--- src/rtl/cpdl_pkg.sv ---
package cpdl_pkg;

  parameter int FRAC_W = 3;
  parameter int CHIP_W = 10;
  parameter int MS_W   = 6;

  localparam int DLY_W = FRAC_W + CHIP_W + MS_W;

  localparam logic [CHIP_W-1:0] CHIP_BAD  = '1;
  localparam logic [CHIP_W-1:0] CHIP_LAST = CHIP_BAD - 1'b1;

  // Field order follows bit order: milliseconds on top, eighths at the bottom.
  typedef struct packed {
    logic [MS_W-1:0]   ms;
    logic [CHIP_W-1:0] chip;
    logic [FRAC_W-1:0] frac;
  } delay_t;

  // Per-channel strobes from control to datapath.
  typedef struct packed {
    logic takeWr;
    logic takeSlew;
    logic xfer;
  } chanCtl_t;

  function automatic delay_t clampChip(input delay_t d);
    delay_t r;
    r = d;
    if (d.chip == CHIP_BAD) r.chip = CHIP_LAST;
    return r;
  endfunction

  // Advance by one eighth chip with mixed-radix carries.
  function automatic delay_t advanceEighth(input delay_t d);
    delay_t r;
    r = d;
    if (d.frac != '1) begin
      r.frac = d.frac + 1'b1;
    end else begin
      r.frac = '0;
      if (d.chip >= CHIP_LAST) begin
        r.chip = '0;
        r.ms   = d.ms + 1'b1;
      end else begin
        r.chip = d.chip + 1'b1;
      end
    end
    return r;
  endfunction

endpackage

--- src/rtl/cpdl_ctrl.sv ---
module cpdl_ctrl
  import cpdl_pkg::*;
#(
  parameter int NUM_CH = 12,
  parameter int CH_W   = 4
) (
  input  logic              clk,
  input  logic              rst_n,
  input  logic              wrEn,
  input  logic [CH_W-1:0]   wrChan,
  input  logic              wrChipBad,
  input  logic              slewEn,
  input  logic [CH_W-1:0]   slewChan,
  input  logic [NUM_CH-1:0] loadPoint,
  output chanCtl_t          ctl [NUM_CH],
  output logic [NUM_CH-1:0] busy,
  output logic [NUM_CH-1:0] overrun,
  output logic [NUM_CH-1:0] rangeErr,
  output logic [NUM_CH-1:0] loadStrobe
);

  for (genvar c = 0; c < NUM_CH; c++) begin : g_chan
    logic hitWr;
    logic hitSlew;

    always_comb begin
      hitWr   = wrEn && (wrChan == CH_W'(c));
      hitSlew = slewEn && (slewChan == CH_W'(c)) && !hitWr;
      ctl[c].takeWr   = hitWr && !busy[c];
      ctl[c].takeSlew = hitSlew && !busy[c];
      ctl[c].xfer     = loadPoint[c] && busy[c];
    end

    always_ff @(posedge clk) begin
      if (!rst_n) begin
        busy[c]       <= 1'b0;
        overrun[c]    <= 1'b0;
        rangeErr[c]   <= 1'b0;
        loadStrobe[c] <= 1'b0;
      end else begin
        if (ctl[c].takeWr || ctl[c].takeSlew) busy[c] <= 1'b1;
        else if (ctl[c].xfer)                 busy[c] <= 1'b0;
        if (hitWr && busy[c])            overrun[c]  <= 1'b1;
        if (ctl[c].takeWr && wrChipBad)  rangeErr[c] <= 1'b1;
        loadStrobe[c] <= ctl[c].xfer;
      end
    end
  end

endmodule

--- src/rtl/cpdl_datapath.sv ---
module cpdl_datapath
  import cpdl_pkg::*;
#(
  parameter int NUM_CH = 12
) (
  input  logic     clk,
  input  logic     rst_n,
  input  chanCtl_t ctl [NUM_CH],
  input  delay_t   wrWord,
  output delay_t   loaded [NUM_CH]
);

  delay_t wrClean;
  assign wrClean = clampChip(wrWord);

  for (genvar c = 0; c < NUM_CH; c++) begin : g_chan
    delay_t held;

    always_ff @(posedge clk) begin
      if (!rst_n) begin
        held      <= '0;
        loaded[c] <= '0;
      end else begin
        if (ctl[c].takeWr)        held <= wrClean;
        else if (ctl[c].takeSlew) held <= advanceEighth(held);
        if (ctl[c].xfer)          loaded[c] <= held;
      end
    end
  end

endmodule

--- src/rtl/code_phase_loader.sv ---
module code_phase_loader
  import cpdl_pkg::*;
#(
  parameter int NUM_CH = 12,
  localparam int CH_W  = (NUM_CH > 1) ? $clog2(NUM_CH) : 1
) (
  input  logic                    clk,
  input  logic                    rst_n,
  input  logic                    wrEn,
  input  logic [CH_W-1:0]         wrChan,
  input  logic [DLY_W-1:0]        wrData,
  input  logic                    slewEn,
  input  logic [CH_W-1:0]         slewChan,
  input  logic [NUM_CH-1:0]       loadPoint,
  output logic [NUM_CH-1:0]       busy,
  output logic [NUM_CH-1:0]       overrun,
  output logic [NUM_CH-1:0]       rangeErr,
  output logic [NUM_CH-1:0]       loadStrobe,
  output logic [NUM_CH*DLY_W-1:0] delayOut
);

  chanCtl_t ctl [NUM_CH];
  delay_t   loaded [NUM_CH];
  delay_t   wrWord;
  logic     wrChipBad;

  assign wrWord    = delay_t'(wrData);
  assign wrChipBad = (wrWord.chip == CHIP_BAD);

  cpdl_ctrl #(.NUM_CH(NUM_CH), .CH_W(CH_W)) u_ctrl (
    .clk        (clk),
    .rst_n      (rst_n),
    .wrEn       (wrEn),
    .wrChan     (wrChan),
    .wrChipBad  (wrChipBad),
    .slewEn     (slewEn),
    .slewChan   (slewChan),
    .loadPoint  (loadPoint),
    .ctl        (ctl),
    .busy       (busy),
    .overrun    (overrun),
    .rangeErr   (rangeErr),
    .loadStrobe (loadStrobe)
  );

  cpdl_datapath #(.NUM_CH(NUM_CH)) u_dp (
    .clk    (clk),
    .rst_n  (rst_n),
    .ctl    (ctl),
    .wrWord (wrWord),
    .loaded (loaded)
  );

  for (genvar c = 0; c < NUM_CH; c++) begin : g_flat
    assign delayOut[c*DLY_W +: DLY_W] = loaded[c];
  end

endmodule

--- config.mk ---
export PLATFORM = sky130hd
export DESIGN_NAME = code_phase_loader
export DESIGN_NICKNAME = d
export VERILOG_FILES = /design/src/rtl/cpdl_pkg.sv /design/src/rtl/cpdl_ctrl.sv /design/src/rtl/cpdl_datapath.sv /design/src/rtl/code_phase_loader.sv
export SDC_FILE = /design/constraint.sdc
export NUM_CORES = 1
export LEC_CHECK = 0
export CAP_MARGIN = 10
export CELL_PAD_IN_SITES_DETAIL_PLACEMENT = 1
export CELL_PAD_IN_SITES_GLOBAL_PLACEMENT = 2
export CORE_MARGIN = 1.5
export CORE_UTILIZATION = 39
export CTS_BUF_LIST = sky130_fd_sc_hd__clkbuf_2
export DETAILED_ROUTE_END_ITERATION = 16
export DONT_BUFFER_PORTS = 1
export PLACE_DENSITY_LB_ADDON = 0.1
export SKIP_LAST_GASP = 1
export SYNTH_ARGS = -nofsm -noshare
export SYNTH_HDL_FRONTEND = slang
export SYNTH_SLANG_ARGS = --single-unit
--- constraint.sdc ---
create_clock -name clk -period 2.9 [get_ports clk]
set_input_delay 0.58 -clock clk [delete_from_list [all_inputs] [get_ports clk]]
set_output_delay 0.58 -clock clk [all_outputs]
set_load 0.02 [all_outputs]
==> flow_summary_export.csv, run 1 <==
group,metric,value,unit
sta,final.period_utilization,1.01,
cts,clk_path_buf_depth,3,
yosys,synth_fp_nets,2998,
power_and_ir_drop,power_frac_clock,0.396,
routing,drt_antenna_net_count,0,
final_layout,layout-area-overhead-vs-synth,13.7,%
worst_setup_path,worstPathRequired,4.18,ns
worst_setup_path,critical_path_endpoint,"u_dp.g_chan[7].held[2]$_SDFFE_PN0P_",
run,max_cap_viols,0,
die,design.die.area,0.0603,sq mm
routing,detail_route.wirelength,89200,um
yosys,synth_simple_gate_area_frac,0.245,
power_and_ir_drop,seqPwrFrac,0.538,
power_and_ir_drop,comb_power_share,0.067,
placed_design,numPortBuffers,0,
worst_setup_path,slowest_stage,"dlygate4sd3_1",
yosys,synthesis.area_per_instance,7.93,sq um
power_and_ir_drop,power_density,515,mW/mm^2
yosys,yosysWarningCount,0,
sta,finClkSkew,0.119,ns
sta,worst_slack,-0.0233,ns
worst_setup_path,worst_setup_path_startpoint,"slewChan[0]",
worst_setup_path,critical-path-max-stage-delay,1.24,ns
sta,rsz0062_at_grt,"false",
run_status,status,"complete, but fails checks",
final_layout,final_layout_size_suffix_gt1_frac,0.104,
cts,cts_tree,"built",
yosys,distinct_cells_synth,77,
die,design.core.area,0.0579,sq mm
worst_setup_path,cp_common_cell,"dlygate4sd3_1",
worst_setup_path,worstReg2RegStart,"u_ctrl.busy[9]$_SDFFE_PN0P_",
cts,tritoncts_num_sinks,504,
routing,wire_per_inst,23.1,um
grt,globalRouteOverflowTotal,0,
routing,detail_route.first_pass.iterations,5,
sta,timing_worst_slew_pin_value,1.22,ns
power_and_ir_drop,irDropWorstVdd,0.000294,V
power_and_ir_drop,switching_power_total,3.98,mW
yosys,yosys_most_used_dff,"dfxtp_1",
yosys,synth-edff-count,0,
yosys,netlist_instances,2895,
worst_setup_path,timing.rr.end,"u_dp.g_chan[9].held[8]$_SDFFE_PN0P_",
yosys,synth_async_reset_ratio,0,
cts,cts_inserted_buffers,144,
routing,vias,22607,
yosys,flip_flop_and_latch_count_after_synthesis,504,
sta,timing_max_transition_violations_final,0,
die,initial_utilization,0.397,
final_layout,instances_no_fill,3862,
worst_setup_path,timing.critical_path.cells,"dlygate4sd3_1 -> nand2_1 -> nor3_1 -> mux2i_1 -> a211oi_1 -> dlygate4sd3_1",
worst_setup_path,critical_path_depth,6,
die,die_height,246,um
yosys,post_synth_fa_ha_maj_area_fraction,0.0327,
cts,clk_pin_slew,0.10,ns
grt,via_count_of_the_first_global_routing_pass,22657,
yosys,combinational_family_with_the_most_area_after_synthesis,"simple AND/OR/NAND/NOR gates",
routing,avgViaCountPerCell,5.85,
worst_setup_path,worst_path_dominant_cell_family,"buffers and inverters",
die,ios,319,
sta,clock.fmax,342,MHz
sta,report.final.setup_viol,1,
grt,grt_pass1_wl,135000,um
grt,grt.total_usage,0.291,
power_and_ir_drop,total_power,13.4,mW
yosys,synthesis.area,0.0230,sq mm
worst_setup_path,worst-setup-path-type,"input port to flip-flop",
grt,grt_antenna_before_repair,19,
worst_setup_path,setup.worst_path.start_class,"input port",
die,floorplan.die.width,246,um
yosys,synthMuxAreaShare,0.0144,
placed_design,gp_routability_congestion,0.862,
worst_setup_path,timing.critical_path.arrival,4.21,ns
cts,cts-htree-levels,4,
run_status,failed_checks,"setup timing",
cts,cts-root-buf,"clkbuf_2",
routing,remaining_drc_errors,0,
power_and_ir_drop,power.switching_fraction,0.296,
power_and_ir_drop,p_int,9.45,mW
power_and_ir_drop,p_leak,9.77,nW
die,placement_rows,88,
worst_setup_path,worst-path-buf-inv,2,
worst_setup_path,r2r_setup_slk,0.12,ns
sta,minimum_clock_period,2.92,ns
routing,drt_iter0_markers,1509,
cts,postCtsSetupBuffers,0,
yosys,synth-compound-area-share,0.202,
placed_design,hpwlAfterDp,58400,um
worst_hold_path,hold_path.class,"input port to flip-flop",
placed_design,dpl.cell_count,3496,
sta,slew_headroom,0.183,
final_layout,final_nets,3087,
worst_setup_path,crit_path_end_kind,"flip-flop",
worst_setup_path,r2r.worst_path.cells,8,
cts,clock_latency,1.34,ns
worst_setup_path,crit_path_max_fanout,13,
yosys,synth-xor-area-share,0.0240,
grt,grt_max_degree,129,
yosys,synth.yosys.seq_area_share,0.439,
sta,final_hold_viol_count,0,
repair_timing:
action / CTS / global route
hold buffers: 107 / 0
endpoints found under the setup margin: 0 / 6
gates resized for setup: 0 / 4
endpoints found under the hold margin: 504 / 0
cell usage after synthesis, types with 16 or more instances:
cell type / instances / area share
a211oi_1: 63 / 0.021
a21oi_1: 387 / 0.084
a31oi_1: 46 / 0.013
and2_1: 38 / 0.010
and3_1: 41 / 0.011
and4_1: 23 / 0.0088
clkbuf_1: 205 / 0.034
dfxtp_1: 504 / 0.44
ha_1: 60 / 0.033
inv_1: 37 / 0.0060
mux2i_1: 32 / 0.014
nand2_1: 574 / 0.094
nand3_1: 63 / 0.014
nand4_1: 47 / 0.013
nor2_1: 201 / 0.033
nor3_1: 89 / 0.019
nor3b_1: 16 / 0.0052
nor4_1: 24 / 0.0065
o211a_1: 17 / 0.0074
o21ai_0: 113 / 0.025
o22ai_1: 18 / 0.0049
or3_1: 31 / 0.0084
xnor2_1: 16 / 0.0061
xor2_1: 47 / 0.018
how the worst min path moves through the flow:
| stage | startpoint | endpoint | slack, ns | cells after the start |
|---|---|---|---|---|
| floorplan | u_dp.g_chan[4].held[18]$_SDFFE_PN0P_ | u_dp.loaded[151]$_SDFFE_PN0P_ | 0.44 | 2 |
| global placement | u_dp.g_chan[6].held[18]$_SDFFE_PN0P_ | u_dp.loaded[113]$_SDFFE_PN0P_ | 0.46 | 2 |
| detailed placement | u_dp.g_chan[9].held[18]$_SDFFE_PN0P_ | u_dp.loaded[56]$_SDFFE_PN0P_ | 0.47 | 2 |
| CTS | loadPoint[2] | u_ctrl.busy[2]$_SDFFE_PN0P_ | 0.004 | 3 |
| global route | loadPoint[2] | u_ctrl.busy[2]$_SDFFE_PN0P_ | 0.09 | 3 |
| finish | loadPoint[2] | u_ctrl.busy[2]$_SDFFE_PN0P_ | 0.17 | 3 |
sequential cells by signal, summed over array words and instances, names as in the netlist:
name / cells
u_dp.g_chan.held: 228
u_dp.loaded: 228
u_ctrl.busy: 12
u_ctrl.loadStrobe: 12
u_ctrl.overrun: 12
u_ctrl.rangeErr: 12
cell type report:
type / count / area [sq um]
clock buffers: 212 / 1060
well taps: 765 / 957
flip-flops and latches: 504 / 10100
clock inverters: 41 / 211
inverters: 38 / 150
fillers: 7146 / 31800
diodes: 6 / 15.0
repair buffers: 163 / 1680
multi-input cells: 2133 / 11900
cells in the final DEF (no fill, tap or decap), types with 37 or more instances in the layout:
master           n
a211oi_1        63
a21oi_1        387
a31oi_1         46
and2_1          38
and3_1          41
buf_4           53
clkbuf_2       212
dfxtp_1        503
dlygate4sd3_1   93
ha_1            60
inv_1           37
nand2_1        574
nand3_1         62
nand4_1         47
nor2_1         200
nor3_1          86
o21ai_0        113
xor2_1          47
worst register-to-register path: cells and delay by family (launching register included):
family                 cells  cell delay (ns)
AOI/OAI and AO/OA          2             0.22
buffers and inverters      4             1.52
DFF                        1             0.41
and+or+nand+nor            2             0.50
logic make-up after synthesis:
logic type	after synthesis
compound gates	767
xor+xnor	63
fa+ha+maj	60
buf+inv	258
flops	504
mux	33
simple gates	1210
power by group through the flow:
stage	combinational (mW)	sequential (mW)	clock, mW
2_1_floorplan	0.474	7.30	0
3_3_place_gp	0.535	7.37	0
3_5_place_dp	0.559	7.38	0
4_1_cts	0.887	7.22	5.51
5_1_grt	0.958	7.24	5.88
6_report	0.895	7.22	5.31
routing by layer:
metal  global-route usage  vias up  part of all wire
li1                     -    10522                 -
met1                0.373    11206              0.43
met2                0.473      698              0.47
met3               0.0719      169             0.073
met4                0.106       12             0.026
met5                    0        -           0.00083
per-stage QoR:
step	utilization	worst slack [ns]	area [sq um]	hold WS (ns)	TNS, ns
2_1_floorplan	-	0.627	23000	0.437	0
3_3_place_gp	0.407	0.424	23600	0.464	0
3_5_place_dp	0.407	0.417	23600	0.469	0
4_1_cts	0.450	0.0441	26100	0.00447	0
5_1_grt	0.451	0.0299	26100	0.0868	0
6_report	0.451	-0.0233	26100	0.170	-0.0233
Note: power is estimated with default switching activity, not from simulation.
==> inputs of run 2 (changes only) <==
--- a/config.mk
+++ b/config.mk
@@ -14,6 +14,7 @@
 export DETAILED_ROUTE_END_ITERATION = 16
 export DONT_BUFFER_PORTS = 1
 export PLACE_DENSITY_LB_ADDON = 0.1
+export RECOVER_POWER = 100
 export SKIP_LAST_GASP = 1
 export SYNTH_ARGS = -nofsm -noshare
 export SYNTH_HDL_FRONTEND = slang
==> run 2 against run 1 <==
  * Via count grew 0.16%
  * Core utilization shrank 0.20 points
  * Critical endpoint unchanged
  * Largest power group unchanged
  * Critical path type unchanged
  * Largest cell class unchanged
  * The run still ends with setup timing left
  * Worst setup slack lost 0.017 ns
  * Non-clock buffer count is the same
==> flow_summary_export.csv, run 2 (synthesis gave the netlist of run 1 again) <==
group,metric,value,unit
run_status,status,"complete, but fails checks",
run_status,failed_checks,"setup timing",
power_and_ir_drop,irDropWorstVdd,0.000293,V
worst_setup_path,worst-setup-path-type,"input port to flip-flop",
cts,cts_tree,"built",
cts,cts-htree-levels,4,
worst_setup_path,setup.worst_path.start_class,"input port",
die,design.die.area,0.0603,sq mm
sta,final_hold_viol_count,0,
sta,whs,0.175,ns
routing,drt_iter0_markers,1463,
cts,clock_latency,1.32,ns
sta,rsz0062_at_grt,"false",
worst_setup_path,worst_setup_path_startpoint,"slewChan[1]",
cts,cts_inserted_buffers,144,
final_layout,commonest_non_fill_non_tap_cell_in_the_layout,"nand2_1",
grt,grt.total_usage,0.291,
worst_setup_path,timing.rr.end,"u_dp.g_chan[9].held[8]$_SDFFE_PN0P_",
final_layout,n_fill_cell,7164,
final_layout,mostFrequentLayoutCells,"nand2_1 (574), dfxtp_1 (503), a21oi_1 (387)",
grt,globalRouteOverflowTotal,0,
power_and_ir_drop,power_density,517,mW/mm^2
cts,cts-root-buf,"clkbuf_2",
placed_design,hpwlAfterDp,58400,um
worst_setup_path,worstReg2RegStart,"u_ctrl.busy[9]$_SDFFE_PN0P_",
die,initial_utilization,0.397,
worst_setup_path,r2r.worst_path.cells,8,
worst_setup_path,worstPathRequired,4.16,ns
grt,grt_antenna_before_repair,19,
routing,remaining_drc_errors,0,
die,ios,319,
cts,clk_path_buf_depth,3,
final_layout,layout-area-overhead-vs-synth,13.2,%
worst_setup_path,crit_path_max_fanout,12,
worst_setup_path,crit_path_end_kind,"flip-flop",
worst_hold_path,worstHoldPathCells,3,
grt,via_count_of_the_first_global_routing_pass,22657,
final_layout,final_layout_size_suffix_gt1_frac,0.0980,
sta,clock.fmax,340,MHz
cts,postCtsSetupBuffers,0,
sta,final.period_utilization,1.01,
routing,vias,22644,
routing,detail_route.wirelength,89200,um
final_layout,final_nets,3087,
cts,clk_pin_slew,0.10,ns
worst_setup_path,r2r_setup_slk,0.12,ns
routing,detail_route.first_pass.iterations,5,
die,placement_rows,88,
sta,finClkSkew,0.100,ns
grt,grt_max_degree,129,
placed_design,dpl.cell_count,3496,
die,floorplan.die.width,246,um
final_layout,instances_no_fill,3862,
sta,report.final.setup_viol,2,
sta,worst_slack,-0.0401,ns
worst_hold_path,hold_path.class,"input port to flip-flop",
placed_design,dp_worst_setup_slack,0.417,ns
sta,slew_headroom,0.167,
die,design.core.area,0.0579,sq mm
die,die_height,246,um
worst_hold_path,hp-start,"loadPoint[2]",
sta,minimum_clock_period,2.94,ns
grt,grt_pass1_wl,135000,um
worst_hold_path,min_to,"u_ctrl.busy[2]$_SDFFE_PN0P_",
cts,tritoncts_num_sinks,504,
routing,avgViaCountPerCell,5.86,
worst_setup_path,timing.critical_path.arrival,4.20,ns
placed_design,numPortBuffers,0,
run,max_cap_viols,0,
power_and_ir_drop,p_leak,9.66,nW
routing,wire_per_inst,23.1,um
placed_design,gp_routability_congestion,0.862,
routing,drt_antenna_net_count,0,
sta,timing_max_transition_violations_final,0,
sta,setup_tns,-0.0608,ns
sta,timing_worst_slew_pin_value,1.25,ns
final_layout,top_regs,"u_dp.g_chan.held (228), u_dp.loaded (228)",
run 2: changes by cell type in the layout (fill, tap and decap cells not counted), sizes merged:
cell    change
buf        -17
clkbuf     +17
run 2: final cells by class:
cell class,instances,area [sq um],share of cell area
Multi-Input combinational cell,2133,11900,0.458
Sequential cell,504,10100,0.388
Timing Repair Buffer,163,1590,0.0612
Clock buffer,212,1060,0.0408
Tap cell,765,957,0.0368
Clock inverter,41,211,0.00814
Inverter,38,150,0.00578
Antenna cell,6,15.0,0.000578
run 2: layer usage:
layer  track usage  wire, um  vias up  share of wire
met5             0        70        -        0.00078
met4         0.106      2460       12          0.028
met3        0.0719      6440      183          0.072
met2         0.473     41600      687           0.47
met1         0.373     38600    11229           0.43
li1              -         -    10533              -
run 2: worst max-delay path by stage:
stage / slack, ns / cells after the start / end
global route: 0.02 / 8 / u_dp.g_chan[10].held[3]$_SDFFE_PN0P_
global placement: 0.42 / 5 / u_dp.g_chan[10].held[11]$_SDFFE_PN0P_
CTS: 0.04 / 1 / busy[0]
finish: -0.04 / 6 / u_dp.g_chan[7].held[2]$_SDFFE_PN0P_
detailed placement: 0.42 / 5 / u_dp.g_chan[1].held[3]$_SDFFE_PN0P_
floorplan: 0.63 / 7 / u_dp.g_chan[1].held[14]$_SDFFE_PN0P_
run 2: metrics by stage:
step	area [sq um]	utilization	total power, mW
after floorplan	23000	-	7.77
after global placement	23600	0.407	7.91
after detailed placement	23600	0.407	7.94
after CTS	26100	0.450	13.6
after global routing	26000	0.449	14.1
final	26000	0.449	13.4
run 2: worst max-delay path, stage by stage:
cell and delay, ns:
dlygate4sd3_1 1.22, nand2_1 0.41, nor3_1 0.89, mux2i_1 0.21
a211oi_1 0.29, dlygate4sd3_1 0.58
run 2: power breakdown:
group | leakage [nW] | switching (mW) | internal, mW | total (mW)
sequential | 4.07 | 0.196 | 7.02 | 7.22
clock | 0.987 | 3.20 | 2.12 | 5.32
combinational | 4.60 | 0.587 | 0.299 | 0.886
total | 9.66 | 3.98 | 9.44 | 13.4
run 2: what timing repair did:
| item | in CTS | in global routing |
|---|---|---|
| endpoints found under the setup margin | 0 | 6 |
| hold endpoints to repair | 504 | 0 |
| gates resized for setup | 0 | 4 |
| hold buffers | 107 | 0 |
